$ cat src/rtl/cdma_pkg.sv
package cdma_pkg;

   // control-word bit positions (software builds descriptors with them)
   localparam int CTL_IRQ_EN  = 0;
   localparam int CTL_ROWMODE = 1;
   localparam int CTL_DST_INC = 4;
   localparam int CTL_DST_SKP = 7;
   localparam int CTL_SRC_INC = 8;
   localparam int CTL_SRC_SKP = 11;

   // descriptor layout
   localparam int DESC_WORDS = 6;
   localparam int W_CTL      = 0;
   localparam int W_SRC      = 1;
   localparam int W_DST      = 2;
   localparam int W_LEN      = 3;
   localparam int W_STRIDE   = 4;
   localparam int W_NEXT     = 5;

   typedef enum logic [2:0] {
      ST_IDLE,
      ST_LOOP,
      ST_FETCH,
      ST_SETUP,
      ST_RD,
      ST_WR,
      ST_ADV,
      ST_DONE
   } cdma_state_e;

endpackage

$ cat src/rtl/cdma_desc_regs.sv
module cdma_desc_regs
   import cdma_pkg::*;
#(
   parameter int DW = 32,
   parameter int AW = 32
) (
   input  logic          clk,
   input  logic          rst_n,
   input  logic          ld_en,
   input  logic [2:0]    ld_idx,
   input  logic [DW-1:0] ld_word,
   input  logic          adr_upd,
   input  logic [AW-1:0] src_nxt,
   input  logic [AW-1:0] dst_nxt,
   output logic [DW-1:0] info,
   output logic [AW-1:0] src,
   output logic [AW-1:0] dst,
   output logic [DW-1:0] len,
   output logic [DW-1:0] stride,
   output logic [AW-1:0] nxt
);

   logic [DW-1:0] words_q [DESC_WORDS];

   initial begin
      if (AW > DW) $fatal(1, "cdma_desc_regs: AW must not exceed DW");
   end

   for (genvar g = 0; g < DESC_WORDS; g++) begin : g_word
      if (g == W_SRC || g == W_DST) begin : g_live
         // address words are also advanced by the data path
         always_ff @(posedge clk or negedge rst_n) begin
            if (!rst_n)
               words_q[g] <= '0;
            else if (ld_en && ld_idx == 3'(g))
               words_q[g] <= ld_word;
            else if (adr_upd)
               words_q[g] <= DW'((g == W_SRC) ? src_nxt : dst_nxt);
         end
      end else begin : g_plain
         always_ff @(posedge clk or negedge rst_n) begin
            if (!rst_n)
               words_q[g] <= '0;
            else if (ld_en && ld_idx == 3'(g))
               words_q[g] <= ld_word;
         end
      end
   end

   assign info   = words_q[W_CTL];
   assign src    = words_q[W_SRC][AW-1:0];
   assign dst    = words_q[W_DST][AW-1:0];
   assign len    = words_q[W_LEN];
   assign stride = words_q[W_STRIDE];
   assign nxt    = words_q[W_NEXT][AW-1:0];

endmodule

$ cat src/rtl/cdma_addr_step.sv
module cdma_addr_step #(
   parameter int AW   = 32,
   parameter int SW   = 16,
   parameter int BEAT = 4
) (
   input  logic [AW-1:0] addr,
   input  logic          inc,
   input  logic          row_end,
   input  logic [SW-1:0] stride,
   output logic [AW-1:0] nxt
);

   localparam int EXT = AW - SW;

   logic [AW-1:0] step_w;
   logic [AW-1:0] ofs_w;

   initial begin
      if (SW >= AW) $fatal(1, "cdma_addr_step: stride wider than address");
   end

   assign step_w = inc ? AW'(BEAT) : '0;
   assign ofs_w  = row_end ? {{EXT{stride[SW-1]}}, stride} : '0;
   assign nxt    = addr + step_w + ofs_w;

endmodule

$ cat src/rtl/cdma_xfer_count.sv
module cdma_xfer_count #(
   parameter int LW   = 32,
   parameter int HW   = 16,
   parameter int RW   = 14,
   parameter int BEAT = 4
) (
   input  logic          clk,
   input  logic          rst_n,
   input  logic          load,
   input  logic          mode2d,
   input  logic [LW-1:0] len_word,
   input  logic          step,
   output logic          last_beat,
   output logic          last_row
);

   logic [LW-1:0] rem_q;
   logic [LW-1:0] row_len_q;
   logic [RW-1:0] rows_q;
   logic [LW-1:0] row_len_d;

   initial begin
      if (HW + RW > LW) $fatal(1, "cdma_xfer_count: row fields overflow length word");
   end

   assign row_len_d = mode2d ? LW'(len_word[HW-1:0]) : len_word;

   always_ff @(posedge clk or negedge rst_n) begin
      if (!rst_n) begin
         rem_q     <= '0;
         row_len_q <= '0;
         rows_q    <= '0;
      end else if (load) begin
         rem_q     <= row_len_d;
         row_len_q <= row_len_d;
         rows_q    <= mode2d ? len_word[HW+RW-1:HW] : '0;
      end else if (step) begin
         if (last_beat) begin
            if (!last_row) begin
               rows_q <= rows_q - 1'b1;
               rem_q  <= row_len_q;
            end
         end else begin
            rem_q <= rem_q - LW'(BEAT);
         end
      end
   end

   assign last_beat = (rem_q <= LW'(BEAT));
   assign last_row  = (rows_q == '0);

   // a word is only moved while bytes remain in the row (zero rows are skipped upstream)
   p_step_has_bytes_r12: assert property (@(posedge clk) disable iff (!rst_n)
      step |-> (rem_q != '0));

endmodule

$ cat src/rtl/chain_dma_engine.sv
module chain_dma_engine
   import cdma_pkg::*;
#(
   parameter int DW    = 32,
   parameter int AW    = 32,
   parameter int ROW_W = 14
) (
   input  logic          clk,
   input  logic          rst_n,
   input  logic          chan_en,
   input  logic          start,
   input  logic [AW-1:0] start_addr,
   input  logic          stat_clr,
   output logic          busy,
   output logic          end_flag,
   output logic          irq,
   output logic [AW-1:0] cur_desc_addr,
   output logic [DW-1:0] cur_info,
   output logic [AW-1:0] cur_src,
   output logic [AW-1:0] cur_dst,
   output logic [DW-1:0] cur_len,
   output logic [DW-1:0] cur_stride,
   output logic [AW-1:0] cur_next,
   output logic          mem_req,
   output logic          mem_we,
   output logic [AW-1:0] mem_addr,
   output logic [DW-1:0] mem_wdata,
   input  logic [DW-1:0] mem_rdata,
   input  logic          mem_rdy
);

   localparam int BEAT = DW / 8;
   localparam int SW   = DW / 2;
   localparam int LASTW = DESC_WORDS - 1;

   initial begin
      if (DW != 32) $fatal(1, "chain_dma_engine: word width must be 32");
      if (SW + ROW_W > DW) $fatal(1, "chain_dma_engine: row field too wide");
   end

   cdma_state_e   state_q;
   logic [2:0]    idx_q;
   logic [AW-1:0] desc_q;
   logic [DW-1:0] data_q;
   logic          end_q;
   logic          irq_q;

   logic          ld_en;
   logic          adv;
   logic          mode2d;
   logic          row_zero;
   logic          last_beat;
   logic          last_row;
   logic [AW-1:0] cur_a  [2];
   logic          inc_a  [2];
   logic [SW-1:0] str_a  [2];
   logic [AW-1:0] nxt_a  [2];

   // ---------------- descriptor storage ----------------
   assign ld_en = (state_q == ST_FETCH) && mem_rdy;
   assign adv   = (state_q == ST_ADV);

   cdma_desc_regs #(.DW(DW), .AW(AW)) u_desc (
      .clk     (clk),
      .rst_n   (rst_n),
      .ld_en   (ld_en),
      .ld_idx  (idx_q),
      .ld_word (mem_rdata),
      .adr_upd (adv),
      .src_nxt (nxt_a[0]),
      .dst_nxt (nxt_a[1]),
      .info    (cur_info),
      .src     (cur_src),
      .dst     (cur_dst),
      .len     (cur_len),
      .stride  (cur_stride),
      .nxt     (cur_next)
   );

   assign mode2d   = cur_info[CTL_ROWMODE];
   assign row_zero = mode2d ? (cur_len[SW-1:0] == '0) : (cur_len == '0);

   // ---------------- row / word counting ----------------
   cdma_xfer_count #(.LW(DW), .HW(SW), .RW(ROW_W), .BEAT(BEAT)) u_cnt (
      .clk       (clk),
      .rst_n     (rst_n),
      .load      (state_q == ST_SETUP),
      .mode2d    (mode2d),
      .len_word  (cur_len),
      .step      (adv),
      .last_beat (last_beat),
      .last_row  (last_row)
   );

   // ---------------- address stepping, source (0) and destination (1) ----------------
   assign cur_a[0] = cur_src;
   assign cur_a[1] = cur_dst;
   assign inc_a[0] = cur_info[CTL_SRC_INC];
   assign inc_a[1] = cur_info[CTL_DST_INC];
   assign str_a[0] = cur_stride[SW-1:0];
   assign str_a[1] = cur_stride[DW-1:SW];

   for (genvar g = 0; g < 2; g++) begin : g_step
      cdma_addr_step #(.AW(AW), .SW(SW), .BEAT(BEAT)) u_step (
         .addr    (cur_a[g]),
         .inc     (inc_a[g]),
         .row_end (mode2d && last_beat),
         .stride  (str_a[g]),
         .nxt     (nxt_a[g])
      );
   end

   // ---------------- sequencer ----------------
   always_ff @(posedge clk or negedge rst_n) begin
      if (!rst_n) begin
         state_q <= ST_IDLE;
         idx_q   <= '0;
         desc_q  <= '0;
         data_q  <= '0;
      end else begin
         case (state_q)
            ST_IDLE: begin
               if (start && chan_en) begin
                  desc_q  <= start_addr;
                  state_q <= ST_LOOP;
               end
            end
            ST_LOOP: begin
               idx_q <= '0;
               if (chan_en && desc_q != '0) state_q <= ST_FETCH;
               else                         state_q <= ST_IDLE;
            end
            ST_FETCH: begin
               if (mem_rdy) begin
                  if (idx_q == 3'(LASTW)) state_q <= ST_SETUP;
                  else                    idx_q   <= idx_q + 1'b1;
               end
            end
            ST_SETUP: begin
               state_q <= row_zero ? ST_DONE : ST_RD;
            end
            ST_RD: begin
               if (cur_info[CTL_SRC_SKP]) begin
                  data_q  <= '0;
                  state_q <= ST_WR;
               end else if (mem_rdy) begin
                  data_q  <= mem_rdata;
                  state_q <= ST_WR;
               end
            end
            ST_WR: begin
               if (cur_info[CTL_DST_SKP] || mem_rdy) state_q <= ST_ADV;
            end
            ST_ADV: begin
               state_q <= (last_beat && last_row) ? ST_DONE : ST_RD;
            end
            ST_DONE: begin
               desc_q  <= cur_next;
               state_q <= ST_LOOP;
            end
            default: state_q <= ST_IDLE;
         endcase
      end
   end

   // completion status: a set in the same cycle overrides a clear
   always_ff @(posedge clk or negedge rst_n) begin
      if (!rst_n) begin
         end_q <= 1'b0;
         irq_q <= 1'b0;
      end else begin
         if (stat_clr) begin
            end_q <= 1'b0;
            irq_q <= 1'b0;
         end
         if (state_q == ST_DONE) begin
            end_q <= 1'b1;
            if (cur_info[CTL_IRQ_EN]) irq_q <= 1'b1;
         end
      end
   end

   // ---------------- memory port ----------------
   always_comb begin
      mem_req  = 1'b0;
      mem_we   = 1'b0;
      mem_addr = '0;
      case (state_q)
         ST_FETCH: begin
            mem_req  = 1'b1;
            mem_addr = desc_q + AW'(idx_q) * AW'(BEAT);
         end
         ST_RD: begin
            mem_req  = !cur_info[CTL_SRC_SKP];
            mem_addr = cur_src;
         end
         ST_WR: begin
            mem_req  = !cur_info[CTL_DST_SKP];
            mem_we   = 1'b1;
            mem_addr = cur_dst;
         end
         default: ;
      endcase
   end

   assign mem_wdata     = data_q;
   assign busy          = (state_q != ST_IDLE);
   assign end_flag      = end_q;
   assign irq           = irq_q;
   assign cur_desc_addr = desc_q;

   // ---------------- assertions ----------------
   p_req_hold_r11: assert property (@(posedge clk) disable iff (!rst_n)
      (mem_req && !mem_rdy) |=> (mem_req && $stable(mem_addr) && $stable(mem_we) && $stable(mem_wdata)));

   p_no_write_skipped_r7: assert property (@(posedge clk) disable iff (!rst_n)
      (mem_req && mem_we) |-> !cur_info[CTL_DST_SKP]);

   p_zero_data_r6: assert property (@(posedge clk) disable iff (!rst_n)
      (mem_req && mem_we && cur_info[CTL_SRC_SKP]) |-> (mem_wdata == '0));

   p_start_gated_r2: assert property (@(posedge clk) disable iff (!rst_n)
      $rose(busy) |-> $past(start && chan_en));

   p_stop_disabled_r9: assert property (@(posedge clk) disable iff (!rst_n)
      (state_q == ST_LOOP && !chan_en) |=> !busy);

   p_irq_has_end_r8: assert property (@(posedge clk) disable iff (!rst_n)
      irq |-> end_flag);

endmodule

$ cat config.mk
export PLATFORM = sky130hd
export DESIGN_NAME = chain_dma_engine
export DESIGN_NICKNAME = d
export VERILOG_FILES = /design/src/rtl/cdma_pkg.sv /design/src/rtl/cdma_desc_regs.sv /design/src/rtl/cdma_addr_step.sv /design/src/rtl/cdma_xfer_count.sv /design/src/rtl/chain_dma_engine.sv
export SDC_FILE = /design/constraint.sdc
export NUM_CORES = 1
export LEC_CHECK = 0
export BUFFER_PORTS_ARGS = -buffer_cell sky130_fd_sc_hd__clkbuf_2
export CAP_MARGIN = 20
export CELL_PAD_IN_SITES_DETAIL_PLACEMENT = 1
export CELL_PAD_IN_SITES_GLOBAL_PLACEMENT = 1
export CORE_ASPECT_RATIO = 0.5
export CORE_MARGIN = 2
export CORE_UTILIZATION = 45
export CTS_BUF_LIST = sky130_fd_sc_hd__clkbuf_2
export DETAILED_ROUTE_END_ITERATION = 16
export PLACE_DENSITY = 0.83
export SLEW_MARGIN = 0
export SYNTH_ARGS = -nofsm -noshare
export SYNTH_HDL_FRONTEND = slang
export SYNTH_SLANG_ARGS = --single-unit
$ cat constraint.sdc
create_clock -name clk -period 14.3 [get_ports clk]
set_input_delay 1.43 -clock clk [delete_from_list [all_inputs] [get_ports clk]]
set_output_delay 1.43 -clock clk [all_outputs]
set_load 0.03 [all_outputs]
==> results of run 1 <==
[power breakdown]
part / switching (mW) / total, mW / internal, mW
clock: 0.437 / 0.697 / 0.260
combinational: 1.49 / 2.18 / 0.694
sequential: 0.377 / 1.59 / 1.21
[area by class of cell]
class,count,share of cell area (%)
diodes,4,0.0432
clock buffers,118,2.55
clock inverters,24,0.714
inverters,35,0.568
multi-input cells,1574,47.2
flip-flops and latches,342,37.0
well taps,588,3.18
repair buffers,387,8.74
[cell families (layout without fill, tap and decap cells)]
kind of cell / after synthesis / in the layout / share of synthesized area (%)
XOR/XNOR: 132 / 132 / 5.73
multiplexers: 175 / 175 / 9.49
AND/OR/NAND/NOR: 620 / 620 / 15.3
adder cells (fa/ha/maj): 105 / 105 / 6.70
flip-flops: 342 / 342 / 42.4
other: 0 / 4 / 0
buffers and inverters: 172 / 564 / 3.64
AO/OA/AOI/OAI: 542 / 542 / 16.8
[worst reg2reg max path, cell delays in order, from the launching register on]
cell and delay, ps:
sky130_fd_sc_hd__dfrtp_1 460, sky130_fd_sc_hd__nor4_1 580, sky130_fd_sc_hd__nand2_1 180, sky130_fd_sc_hd__or3_1 410, sky130_fd_sc_hd__nor4_2 250, sky130_fd_sc_hd__buf_4 390
sky130_fd_sc_hd__and2_1 650, sky130_fd_sc_hd__nand2_1 150, sky130_fd_sc_hd__fa_1 560, sky130_fd_sc_hd__inv_1 60, sky130_fd_sc_hd__ha_1 320, sky130_fd_sc_hd__a211oi_1 400
sky130_fd_sc_hd__o21ai_0 240, sky130_fd_sc_hd__a41oi_1 430, sky130_fd_sc_hd__a211oi_1 170, sky130_fd_sc_hd__o21bai_1 170, sky130_fd_sc_hd__a21oi_1 130, sky130_fd_sc_hd__a211oi_1 340
sky130_fd_sc_hd__o31ai_1 140, sky130_fd_sc_hd__o41ai_1 260, sky130_fd_sc_hd__a41o_1 130
[worst max-delay path by stage]
stage | start | to | depth (start not counted)
floorplan | u_cnt.rem_q[10]$_DFFE_PN0P_ | u_desc.dst[28]$_DFFE_PN0P_ | 20
global placement | u_cnt.rem_q[10]$_DFFE_PN0P_ | u_desc.dst[28]$_DFFE_PN0P_ | 20
detailed placement | u_cnt.rem_q[10]$_DFFE_PN0P_ | u_desc.dst[28]$_DFFE_PN0P_ | 20
CTS | u_cnt.rem_q[8]$_DFFE_PN0P_ | u_desc.dst[28]$_DFFE_PN0P_ | 20
global route | u_cnt.rem_q[8]$_DFFE_PN0P_ | u_desc.dst[28]$_DFFE_PN0P_ | 20
finish | u_cnt.rem_q[8]$_DFFE_PN0P_ | u_desc.dst[28]$_DFFE_PN0P_ | 20
[per-layer routing]
metal  track usage [%]  wire, microns  share of wire [%]  vias up
met3              6.39           5130                6.7      233
met4              15.8           3480                4.6        0
met1              41.5          30900                 41     9487
met5                 0              0                  0        -
met2              53.2          36800                 48      707
li1                  -              -                  -     8234
[per-stage QoR]
| step | total power [mW] | area (sq um) | utilization (%) |
|---|---|---|---|
| floorplan | 2.95 | 20200 | - |
| global placement | 3.66 | 22400 | 51.0 |
| detailed placement | 3.75 | 22400 | 51.0 |
| CTS | 4.46 | 23100 | 52.7 |
| global route | 4.71 | 23100 | 52.7 |
| finish | 4.47 | 23100 | 52.7 |
[state kept, by name, summed over array words and instances (netlist names)]
signal	cells
u_desc.stride	32
state_q	3
irq	1
cur_desc_addr	32
idx_q	3
u_desc.dst	32
u_cnt.rem_q	32
u_desc.len	32
u_desc.nxt	32
end_flag	1
mem_wdata	32
u_cnt.rows_q	14
u_desc.src	32
u_cnt.row_len_q	32
u_desc.info	32
[layout by cell type, fill, tap and decap left out, types with 24 or more instances in the layout]
cell type                  count
sky130_fd_sc_hd__clkbuf_2    479
sky130_fd_sc_hd__dfrtp_1     342
sky130_fd_sc_hd__nand2_1     244
sky130_fd_sc_hd__o21ai_0     191
sky130_fd_sc_hd__mux2_2      131
sky130_fd_sc_hd__ha_1        100
sky130_fd_sc_hd__a22oi_1      87
sky130_fd_sc_hd__a21oi_1      86
sky130_fd_sc_hd__nor2_1       84
sky130_fd_sc_hd__xnor2_1      67
sky130_fd_sc_hd__xor2_1       65
sky130_fd_sc_hd__and3_1       59
sky130_fd_sc_hd__mux2i_1      44
sky130_fd_sc_hd__nand2b_1     43
sky130_fd_sc_hd__nand3_1      42
sky130_fd_sc_hd__inv_1        35
sky130_fd_sc_hd__nor4_1       31
sky130_fd_sc_hd__a21o_1       31
sky130_fd_sc_hd__o21ai_1      27
sky130_fd_sc_hd__and2_1       24
sky130_fd_sc_hd__buf_4        24
==> Flow_metrics.wiki, run 1 <==
{| class="wikitable"
! Metric !! Value
|-
| Post-detail-place hpwl || 55000 microns
|-
| Root buffer selected by CTS || sky130_fd_sc_hd__clkbuf_2
|-
| Via count of the first global-routing pass || 19700
|-
| Area taken by flip-flops and latches || 8560 sq um
|-
| Post-route fraction of the period consumed by the critical path || 45.3%
|-
| Startpoint type of the worst setup path || flip-flop
|-
| Worst Hold Path Cells || 2
|-
| # clock sinks || 342
|-
| Maximum vdd drop || 75.9 uV
|-
| Wire length of the first global-routing pass || 117000 microns
|-
| Startpoint of the lowest-slack hold path || u_cnt.row_len_q[28]$_DFFE_PN0P_
|-
| Ratio of cells with drive above 1 in the final layout || 27.3%
|-
| Cell depth of the worst flop-to-flop path || 20
|-
| Power density of the placed cells || 193 nW/um^2
|-
| Leading cell type by number of instances after synthesis || sky130_fd_sc_hd__dfrtp_1
|-
| Total area of multi-input combinational cells || 10900 sq um
|-
| Required time reported for the critical path endpoint || 15250 ps
|-
| Clock network latency to the later pin of the worst-skew pair || 1020 ps
|-
| Clock tree from TritonCTS || built
|-
| Number of buffers on the longest clock path || 3
|-
| Filler Cell Count || 5213
|-
| Max Freq || 154 MHz
|-
| Transition time at the pin with the least slew margin || 1090 ps
|-
| Routed Wire Length || 76300 microns
|-
| Antenna Nets Post-Route || 0
|-
| Final nets || 2600
|-
| Mapped Nets || 2263
|-
| Overall die area || 46700 sq um
|-
| R2R Path End || u_desc.dst[28]$_DFFE_PN0P_
|-
| Top-level port count || 363
|-
| Number of instances resized during post-cts repair || 0
|-
| Max stage delay cell, worst path || sky130_fd_sc_hd__and2_1
|-
| Family of cells with the greatest summed delay on the critical path || compound AO/OA/AOI/OAI gates
|-
| Routed wirelength normalized by instance count || 24.8 microns
|-
| Number of max-cap violations || 0
|-
| Clock Skew || 50.2 ps
|-
| Max_slew headroom || 27.6%
|-
| Seq/Total Area, Yosys || 42.4%
|-
| H-tree depth reported by CTS || 3
|-
| Startpoint of the lowest-slack register-to-register path || u_cnt.rem_q[8]$_DFFE_PN0P_
|-
| Chip Height || 154 microns
|-
| DRT iter0 DRCs || 1485
|-
| Worst setup slack for register-to-register paths || 7820 ps
|-
| Sink of the worst hold path || u_cnt.row_len_q[28]$_DFFE_PN0P_
|-
| Total of buffers placed on input and output ports || 362
|-
| Top cell type's share of synthesized area || 42.4%
|-
| Pre-CTS WS || 7910 ps
|-
| Hold Violations, Final || 0
|-
| Remaining routing DRC violations || 0
|-
| Count of buffering cells on the critical path with inverters included || 2
|-
| Unique masters post-synth || 75
|-
| Main flop type after synthesis || sky130_fd_sc_hd__dfrtp_1
|-
| Post-synthesis async set-or-reset flop share || 100%
|-
| Hold Buf Count CTS || 0
|-
| Largest cells by area after synthesis || sky130_fd_sc_hd__dfrtp_1, sky130_fd_sc_hd__mux2_2, sky130_fd_sc_hd__ha_1, sky130_fd_sc_hd__o21ai_0, sky130_fd_sc_hd__nand2_1
|-
| Type of the worst min-delay path || flip-flop to flip-flop
|-
| Mapped cell area || 20200 sq um
|-
| Antenna violations before repair || 10
|-
| Placeable core region || 43900 sq um
|-
| Post-synthesis cell count || 2088
|-
| Mapped Avg Cell Area || 9.66 sq um
|-
| Largest net degree at the start of global routing || 154
|-
| Critical path start-end classification || flip-flop to flip-flop
|-
| Post-detailed-route via-to-cell ratio || 6.07
|-
| Clock-pin slew on the worst setup and hold paths || 130 ps
|-
| Final count of negative-setup-slack endpoints || 0
|-
| TritonCTS buffer count || 85
|-
| Max FO, Critical Path || 31
|-
| Most instantiated cells after synthesis || sky130_fd_sc_hd__dfrtp_1, sky130_fd_sc_hd__nand2_1, sky130_fd_sc_hd__o21ai_0, sky130_fd_sc_hd__mux2_2
|-
| Final worst path period need || 6480 ps
|-
| CP Cell Sequence || nor4_1, nand2_1, or3_1, nor4_2, buf_4, and2_1, nand2_1, fa_1, inv_1, ha_1, a211oi_1, o21ai_0, a41oi_1, a211oi_1, o21bai_1, a21oi_1, a211oi_1, o31ai_1, o41ai_1, a41o_1
|-
| Cell type with the highest aggregate area in the netlist || sky130_fd_sc_hd__dfrtp_1
|-
| Crit-path max cell delay || 620 ps
|-
| Instance count after placement with tap cells included || 2926
|-
| Std cell rows || 54
|-
| Number of register bits inferred by synthesis || 342
|-
| Result of the run || complete, no violations
|-
| Number of post-CTS setup repair buffers || 0
|-
| Drt first pass iters || 6
|-
| Leakage power total || 11.8 nW
|-
| Horizontal die dimension || 303 microns
|-
| Global-route usage over all layers || 32.6%
|-
| Cell type with the highest occurrence count on the critical path || sky130_fd_sc_hd__a211oi_1
|-
| Syn. warnings || 0
|-
| Crit path capture type || flip-flop
|-
| Worst hold margin || 480 ps
|-
| Number of pins exceeding their max-slew limit in the final report || 0
|-
| Starting utilization of the core area || 45.9%
|-
| Total global routing overflow || 0
|-
| Final GP Congestion || 0.932
|-
| CP Data Arrival Time || 7420 ps
|-
| Worst-case setup margin in the final layout || 7820 ps
|-
| RSZ-0062 raised after global routing || false
|-
| Number of enable-type register cells in the synthesized netlist || 0
|-
| Non-filler cells in the finished layout || 3072
|-
| Vias after detailed routing || 18700
|-
| Layout overhead on the synthesized area || 14.7%
|-
| Setup total negative slack || 0 ps
|}
(Power assumes the default switching activity.)
==> run 2, diff against run 1 <==
Clock period 14.3 ns to 6.1 ns, I/O delays scaled along.
==> run 2 against run 1 <==
Against the previous run: register-to-register slack lost 7400 ps; highest routed layer unchanged; global-route usage grew 2.6 points; largest power group unchanged; final cell count grew 2.3%; via count grew 4.8%; maximum frequency grew 14%.
==> Flow_metrics.wiki, run 2 (synthesis gave the netlist of run 1 again) <==
{| class="wikitable"
! Metric !! Value
|-
| Instance count after placement with tap cells included || 2933
|-
| Transition time at the pin with the least slew margin || 1140 ps
|-
| Overall die area || 46700 sq um
|-
| Startpoint type of the worst setup path || flip-flop
|-
| Area taken by flip-flops and latches || 8560 sq um
|-
| Via count of the first global-routing pass || 20900
|-
| Post-detail-place hpwl || 56000 microns
|-
| Crit path capture type || flip-flop
|-
| RSZ-0062 raised after global routing || false
|-
| Total global routing overflow || 0
|-
| Total of buffers placed on input and output ports || 362
|-
| Post-route fraction of the period consumed by the critical path || 93.3%
|-
| Placeable core region || 43900 sq um
|-
| Largest net degree at the start of global routing || 102
|-
| Filler Cell Count || 5142
|-
| CP Data Arrival Time || 6660 ps
|-
| Result of the run || complete, no violations
|-
| Required time reported for the critical path endpoint || 7070 ps
|-
| # clock sinks || 342
|-
| Top library cells by usage in the layout, fill and taps aside || sky130_fd_sc_hd__clkbuf_2, sky130_fd_sc_hd__dfrtp_1, sky130_fd_sc_hd__nand2_1, sky130_fd_sc_hd__o21ai_0, sky130_fd_sc_hd__mux2_2
|-
| Layout overhead on the synthesized area || 18.2%
|-
| Max_slew headroom || 24.3%
|-
| Area of all placed cells without fillers || 23900 sq um
|-
| Non-filler cells in the finished layout || 3142
|-
| Antenna Nets Post-Route || 0
|-
| Antenna violations before repair || 5
|-
| Number of pins exceeding their max-slew limit in the final report || 0
|-
| Leakage power total || 12.1 nW
|-
| Placed inst area || 22400 sq um
|-
| Vias after detailed routing || 19600
|-
| Maximum vdd drop || 189 uV
|-
| Top-level port count || 363
|-
| Clock tree from TritonCTS || built
|-
| Routed wirelength normalized by instance count || 26.3 microns
|-
| Final worst path period need || 5690 ps
|-
| Std cell rows || 54
|-
| Global-route usage over all layers || 35.2%
|-
| Horizontal die dimension || 303 microns
|-
| Number of max-cap violations || 0
|-
| Starting utilization of the core area || 45.9%
|-
| Final nets || 2668
|-
| Post-detailed-route via-to-cell ratio || 6.23
|-
| Hold Violations, Final || 0
|-
| Final GP Congestion || 0.932
|-
| Number of buffers on the longest clock path || 3
|-
| Final count of negative-setup-slack endpoints || 0
|-
| DRT iter0 DRCs || 1714
|-
| Clock Skew || 119 ps
|-
| Ratio of cells with drive above 1 in the final layout || 26.7%
|-
| Routed Wire Length || 82700 microns
|-
| Setup total negative slack || 0 ps
|-
| Wire length of the first global-routing pass || 126000 microns
|-
| Root buffer selected by CTS || sky130_fd_sc_hd__clkbuf_2
|-
| Most frequent standard cell in the layout excluding fill and tap cells || sky130_fd_sc_hd__clkbuf_2
|-
| Clock network latency to the later pin of the worst-skew pair || 1090 ps
|-
| TritonCTS buffer count || 82
|-
| Remaining routing DRC violations || 0
|-
| Clock-pin slew on the worst setup and hold paths || 120 ps
|-
| Critical path start-end classification || flip-flop to flip-flop
|-
| Total area of multi-input combinational cells || 11000 sq um
|-
| Max FO, Critical Path || 30
|-
| Power, Total || 10.7 mW
|-
| H-tree depth reported by CTS || 3
|-
| Chip Height || 154 microns
|-
| Power density of the placed cells || 448 nW/um^2
|-
| Max Freq || 176 MHz
|-
| Type of the worst min-delay path || input pin to flip-flop
|-
| Drt first pass iters || 6
|}
[run 2: cell count changes in the layout (fill, tap and decap cells not counted), moves of 2 or more]
cell,delta
sky130_fd_sc_hd__dlygate4sd3_1,+63
sky130_fd_sc_hd__clkinv_1,+7
sky130_fd_sc_hd__buf_4,+5
sky130_fd_sc_hd__clkbuf_2,-5
sky130_fd_sc_hd__clkinv_2,-3
sky130_fd_sc_hd__buf_12,+2
sky130_fd_sc_hd__nor4_1,-2
[run 2: area by class of cell]
type	count	area share (%)
multi-input combinational	1574	45.9
sequential	342	35.9
tap	588	3.08
clock buffer	113	2.37
inverter	35	0.551
timing repair buffer	458	11.5
antenna	3	0.0315
clock inverter	29	0.661
[run 2: path summary, 6_finish.rpt]
path                                                start                        endpoint  depth (start not counted)  slack [ps]
min                                         mem_rdata[27]       mem_wdata[27]$_DFFE_PN0P_                          3         110
max reg2reg                   u_cnt.rem_q[10]$_DFFE_PN0P_      u_desc.dst[31]$_DFFE_PN0P_                         20         410
min reg2reg                u_cnt.row_len_q[1]$_DFFE_PN0P_  u_cnt.row_len_q[1]$_DFFE_PN0P_                          2         480
min in group asynchronous                           rst_n   u_desc.stride[14]$_DFFE_PN0P_                          2         220
max in group asynchronous                           rst_n      u_desc.info[2]$_DFFE_PN0P_                          3        4580
max                           u_cnt.rem_q[10]$_DFFE_PN0P_      u_desc.dst[31]$_DFFE_PN0P_                         20         410
[run 2: metal layers]
metal	vias up	part of all wire, %	global-route usage, %	wire, microns
met5	-	0	0	0
li1	8342	-	-	-
met4	0	6.6	21.4	5430
met3	374	7.6	8.05	6270
met1	9900	39	42.9	31900
met2	949	47	56.8	39100
[run 2: power by group]
part | switching [mW] | internal [mW] | total (mW)
Clock | 1.08 | 0.550 | 1.63
Sequential | 0.946 | 2.84 | 3.78
Combinational | 3.60 | 1.67 | 5.28
[run 2: worst max-delay path, cell delays in order (launching register included)]
cell and delay (ps):
sky130_fd_sc_hd__dfrtp_1 460, sky130_fd_sc_hd__nor4_2 430, sky130_fd_sc_hd__nand2_1 130, sky130_fd_sc_hd__or3_1 430, sky130_fd_sc_hd__nor4_4 500, sky130_fd_sc_hd__buf_6 310, sky130_fd_sc_hd__and3_1 190, sky130_fd_sc_hd__ha_1 240
sky130_fd_sc_hd__ha_1 240, sky130_fd_sc_hd__inv_1 80, sky130_fd_sc_hd__fa_1 190, sky130_fd_sc_hd__nor2b_1 80, sky130_fd_sc_hd__o31a_1 270, sky130_fd_sc_hd__o21a_1 200, sky130_fd_sc_hd__o211a_1 240, sky130_fd_sc_hd__a41o_1 300
sky130_fd_sc_hd__a31oi_1 330, sky130_fd_sc_hd__o21ai_1 240, sky130_fd_sc_hd__a221oi_1 380, sky130_fd_sc_hd__mux2i_1 250, sky130_fd_sc_hd__nand2_1 80
[run 2: repair_timing]
item                                   in CTS  in global routing
setup endpoints to repair                   0                 18
buffers inserted                            0                  0
hold buffers                               61                  2
resized for setup                           0                  4
endpoints found under the hold margin     183                  2
[run 2: stage by stage]
step                      util (%)  hold WS [ps]  setup slack [ps]
after CTS                     54.1          4.36               118
after floorplan                  -           314              1000
final                         54.3           107               409
after global placement        51.1           439               441
after detailed placement      51.1           459               170
after global routing          54.3          17.1              10.2
==> run 3, diff against run 2 <==
Settings changed: CELL_PAD_IN_SITES_GLOBAL_PLACEMENT 1 to 2, CORE_MARGIN 2 to 3, CORE_UTILIZATION 45 to 36, PLACE_DENSITY 0.83 to 0.82.
==> run 3 against run 2 <==
Against the previous run: wire length fell by 3.0%; non-clock buffer count is 8 higher; total power decreased by 2.0%; die area rose by 27%; cell area grew 1.3%; worst hold slack better by 79 ps; sequential power shrank 1%; global-route usage shrank 8.4 points; flip-flop and latch count stayed put; first-iteration DRC count is 12% lower; via count fell by 4.7%; clock-buffer cell count up 3.
==> Flow_metrics.wiki, run 3 (synthesis gave the netlist of run 1 again) <==
{| class="wikitable"
! Metric !! Value
|-
| Result of the run || complete, no violations
|-
| Transition time at the pin with the least slew margin || 1010 ps
|-
| Layout overhead on the synthesized area || 19.7%
|-
| Final worst path period need || 5730 ps
|-
| Fraction of power consumed by sequential logic || 35.6%
|-
| Number of buffers on the longest clock path || 3
|-
| Post-detailed-route via-to-cell ratio || 5.62
|-
| Part of the total power dissipated in combinational logic || 48.7%
|-
| Clock Skew || 114 ps
|-
| Routed wirelength normalized by instance count || 24.2 microns
|-
| Drt first pass iters || 6
|-
| Total of buffers placed on input and output ports || 362
|-
| Root buffer selected by CTS || sky130_fd_sc_hd__clkbuf_2
|-
| Leakage power total || 12.1 nW
|-
| Via count of the first global-routing pass || 19500
|-
| Antenna Nets Post-Route || 0
|-
| Starting utilization of the core area || 37.0%
|-
| Chip Height || 173 microns
|-
| Hold Violations, Final || 0
|-
| Type of the worst min-delay path || input pin to async pin
|-
| Number of post-CTS setup repair buffers || 0
|-
| CP Cell Sequence || nor4_1, nand2_1, or3_1, nor4_2, buf_4, buf_4, and3_1, ha_1, ha_1, inv_1, fa_1, nor2b_1, o31a_1, o21a_1, o211a_1, a41o_1, a31oi_2, o21ai_1, a221oi_1, mux2i_1, nand2_1
|-
| Largest net degree at the start of global routing || 111
|-
| Max Freq || 175 MHz
|-
| Antenna violations before repair || 15
|-
| Clock-pin slew on the worst setup and hold paths || 110 ps
|-
| Count of buffering cells on the critical path with inverters included || 3
|-
| Post-route fraction of the period consumed by the critical path || 93.9%
|-
| Number of pins exceeding their max-slew limit in the final report || 0
|-
| Wire length of the first global-routing pass || 123000 microns
|-
| Horizontal die dimension || 341 microns
|-
| Total global routing overflow || 0
|-
| TritonCTS buffer count || 86
|-
| Final count of negative-setup-slack endpoints || 0
|-
| Clock tree from TritonCTS || built
|-
| Required time reported for the critical path endpoint || 7030 ps
|-
| Final nets || 2680
|-
| Post-detail-place hpwl || 57700 microns
|-
| Int Pwr || 5.07 mW
|-
| Instance count after placement with tap cells included || 3090
|-
| Placeable core region || 54600 sq um
|-
| Startpoint type of the worst setup path || flip-flop
|-
| Final GP Congestion || 0.892
|-
| Non-filler cells in the finished layout || 3315
|-
| Most frequent standard cell in the layout excluding fill and tap cells || sky130_fd_sc_hd__clkbuf_2
|-
| Switching power || 5.41 mW
|-
| Vias after detailed routing || 18600
|-
| Maximum vdd drop || 146 uV
|-
| Clock Power Share || 15.7%
|-
| # clock sinks || 342
|-
| CP Data Arrival Time || 6660 ps
|-
| Routed Wire Length || 80300 microns
|-
| Filler Cell Count || 6447
|-
| Global-route usage over all layers || 26.8%
|-
| Power density of the placed cells || 434 nW/um^2
|-
| DRT iter0 DRCs || 1507
|-
| Number of max-cap violations || 0
|-
| Max_slew headroom || 32.2%
|-
| Net switching share of the total power || 51.7%
|-
| Ratio of cells with drive above 1 in the final layout || 26.8%
|-
| Max stage delay cell, worst path || sky130_fd_sc_hd__nor4_2
|-
| Max FO, Critical Path || 30
|-
| Top-level port count || 363
|-
| Critical path start-end classification || flip-flop to flip-flop
|-
| Top library cells by usage in the layout, fill and taps aside || sky130_fd_sc_hd__clkbuf_2, sky130_fd_sc_hd__dfrtp_1, sky130_fd_sc_hd__nand2_1, sky130_fd_sc_hd__o21ai_0, sky130_fd_sc_hd__mux2_2
|-
| Remaining routing DRC violations || 0
|-
| RSZ-0062 raised after global routing || false
|-
| Final cell utilization of the core || 44.3%
|-
| H-tree depth reported by CTS || 3
|-
| Crit-path max cell delay || 490 ps
|-
| Setup total negative slack || 0 ps
|-
| Overall die area || 59100 sq um
|-
| Clock network latency to the later pin of the worst-skew pair || 1110 ps
|-
| Family of cells with the greatest summed delay on the critical path || simple AND/OR/NAND/NOR gates
|-
| Std cell rows || 60
|-
| Crit path capture type || flip-flop
|}
run 3: changes by cell type in the layout (fill, tap and decap cells not counted), sizes merged:
cell / before / now
clkinv: 23 / 30
clkbuf: 474 / 477
dlygate4sd3: 63 / 70
clkinvlp: 2 / 0
buf: 34 / 35
inv: 38 / 39
run 3: cell type report:
cell class                 count  area, sq um  area share, %
timing repair buffer         466         2800           11.6
multi-input combinational   1574        11000           45.4
sequential                   342         8560           35.4
tap                          744          931           3.85
clock inverter                35          184          0.761
antenna                        3         7.51         0.0311
clock buffer                 116          581           2.40
inverter                      35          131          0.544
run 3: stage by stage:
step / instance area [sq um] / worst slack, ps / hold slack [ps] / power, mW
after CTS: 24100 / 327 / 159 / 10.5
after global routing: 24200 / 2.31 / 189 / 11.1
after global placement: 22600 / 444 / 443 / 8.68
after floorplan: 20200 / 1000 / 314 / 6.92
final: 24200 / 371 / 186 / 10.5
after detailed placement: 22600 / 333 / 450 / 8.77
run 3: metal layers:
layer	vias to the layer above	wire [microns]	track usage, %	part of all wire, %
li1	8398	-	-	-
met1	9513	34100	34.2	42
met2	549	38300	44.4	48
met3	181	4440	5.35	5.5
met4	0	3400	11.2	4.2
met5	-	0	0	0
run 3: power by group through the flow:
stage	Combinational, mW	Clock, mW	Sequential (mW)
global route	5.52	1.81	3.79
detailed placement	5.03	0	3.74
floorplan	2.59	0	4.33
global placement	4.96	0	3.72
finish	5.10	1.65	3.73
CTS	5.09	1.69	3.70
run 3: repair_timing:
item	CTS	global route
gates resized for setup	0	3
hold endpoints to repair	267	0
endpoints found under the setup margin	0	6
hold buffers	70	0
run 3: final timing paths:
path                                            startpoint  slack (ps)                         endpoint  cells after the start
max reg2reg                    u_cnt.rem_q[12]$_DFFE_PN0P_         370       u_desc.dst[31]$_DFFE_PN0P_                     21
min                                                  rst_n         190    u_desc.stride[15]$_DFFE_PN0P_                      2
max in group asynchronous                            rst_n        4550                    irq$_DFF_PN0_                      3
min in group clk                                  stat_clr         320             end_flag$_DFFE_PN0P_                      3
min reg2reg                u_cnt.row_len_q[30]$_DFFE_PN0P_         470  u_cnt.row_len_q[30]$_DFFE_PN0P_                      2
max                            u_cnt.rem_q[12]$_DFFE_PN0P_         370       u_desc.dst[31]$_DFFE_PN0P_                     21
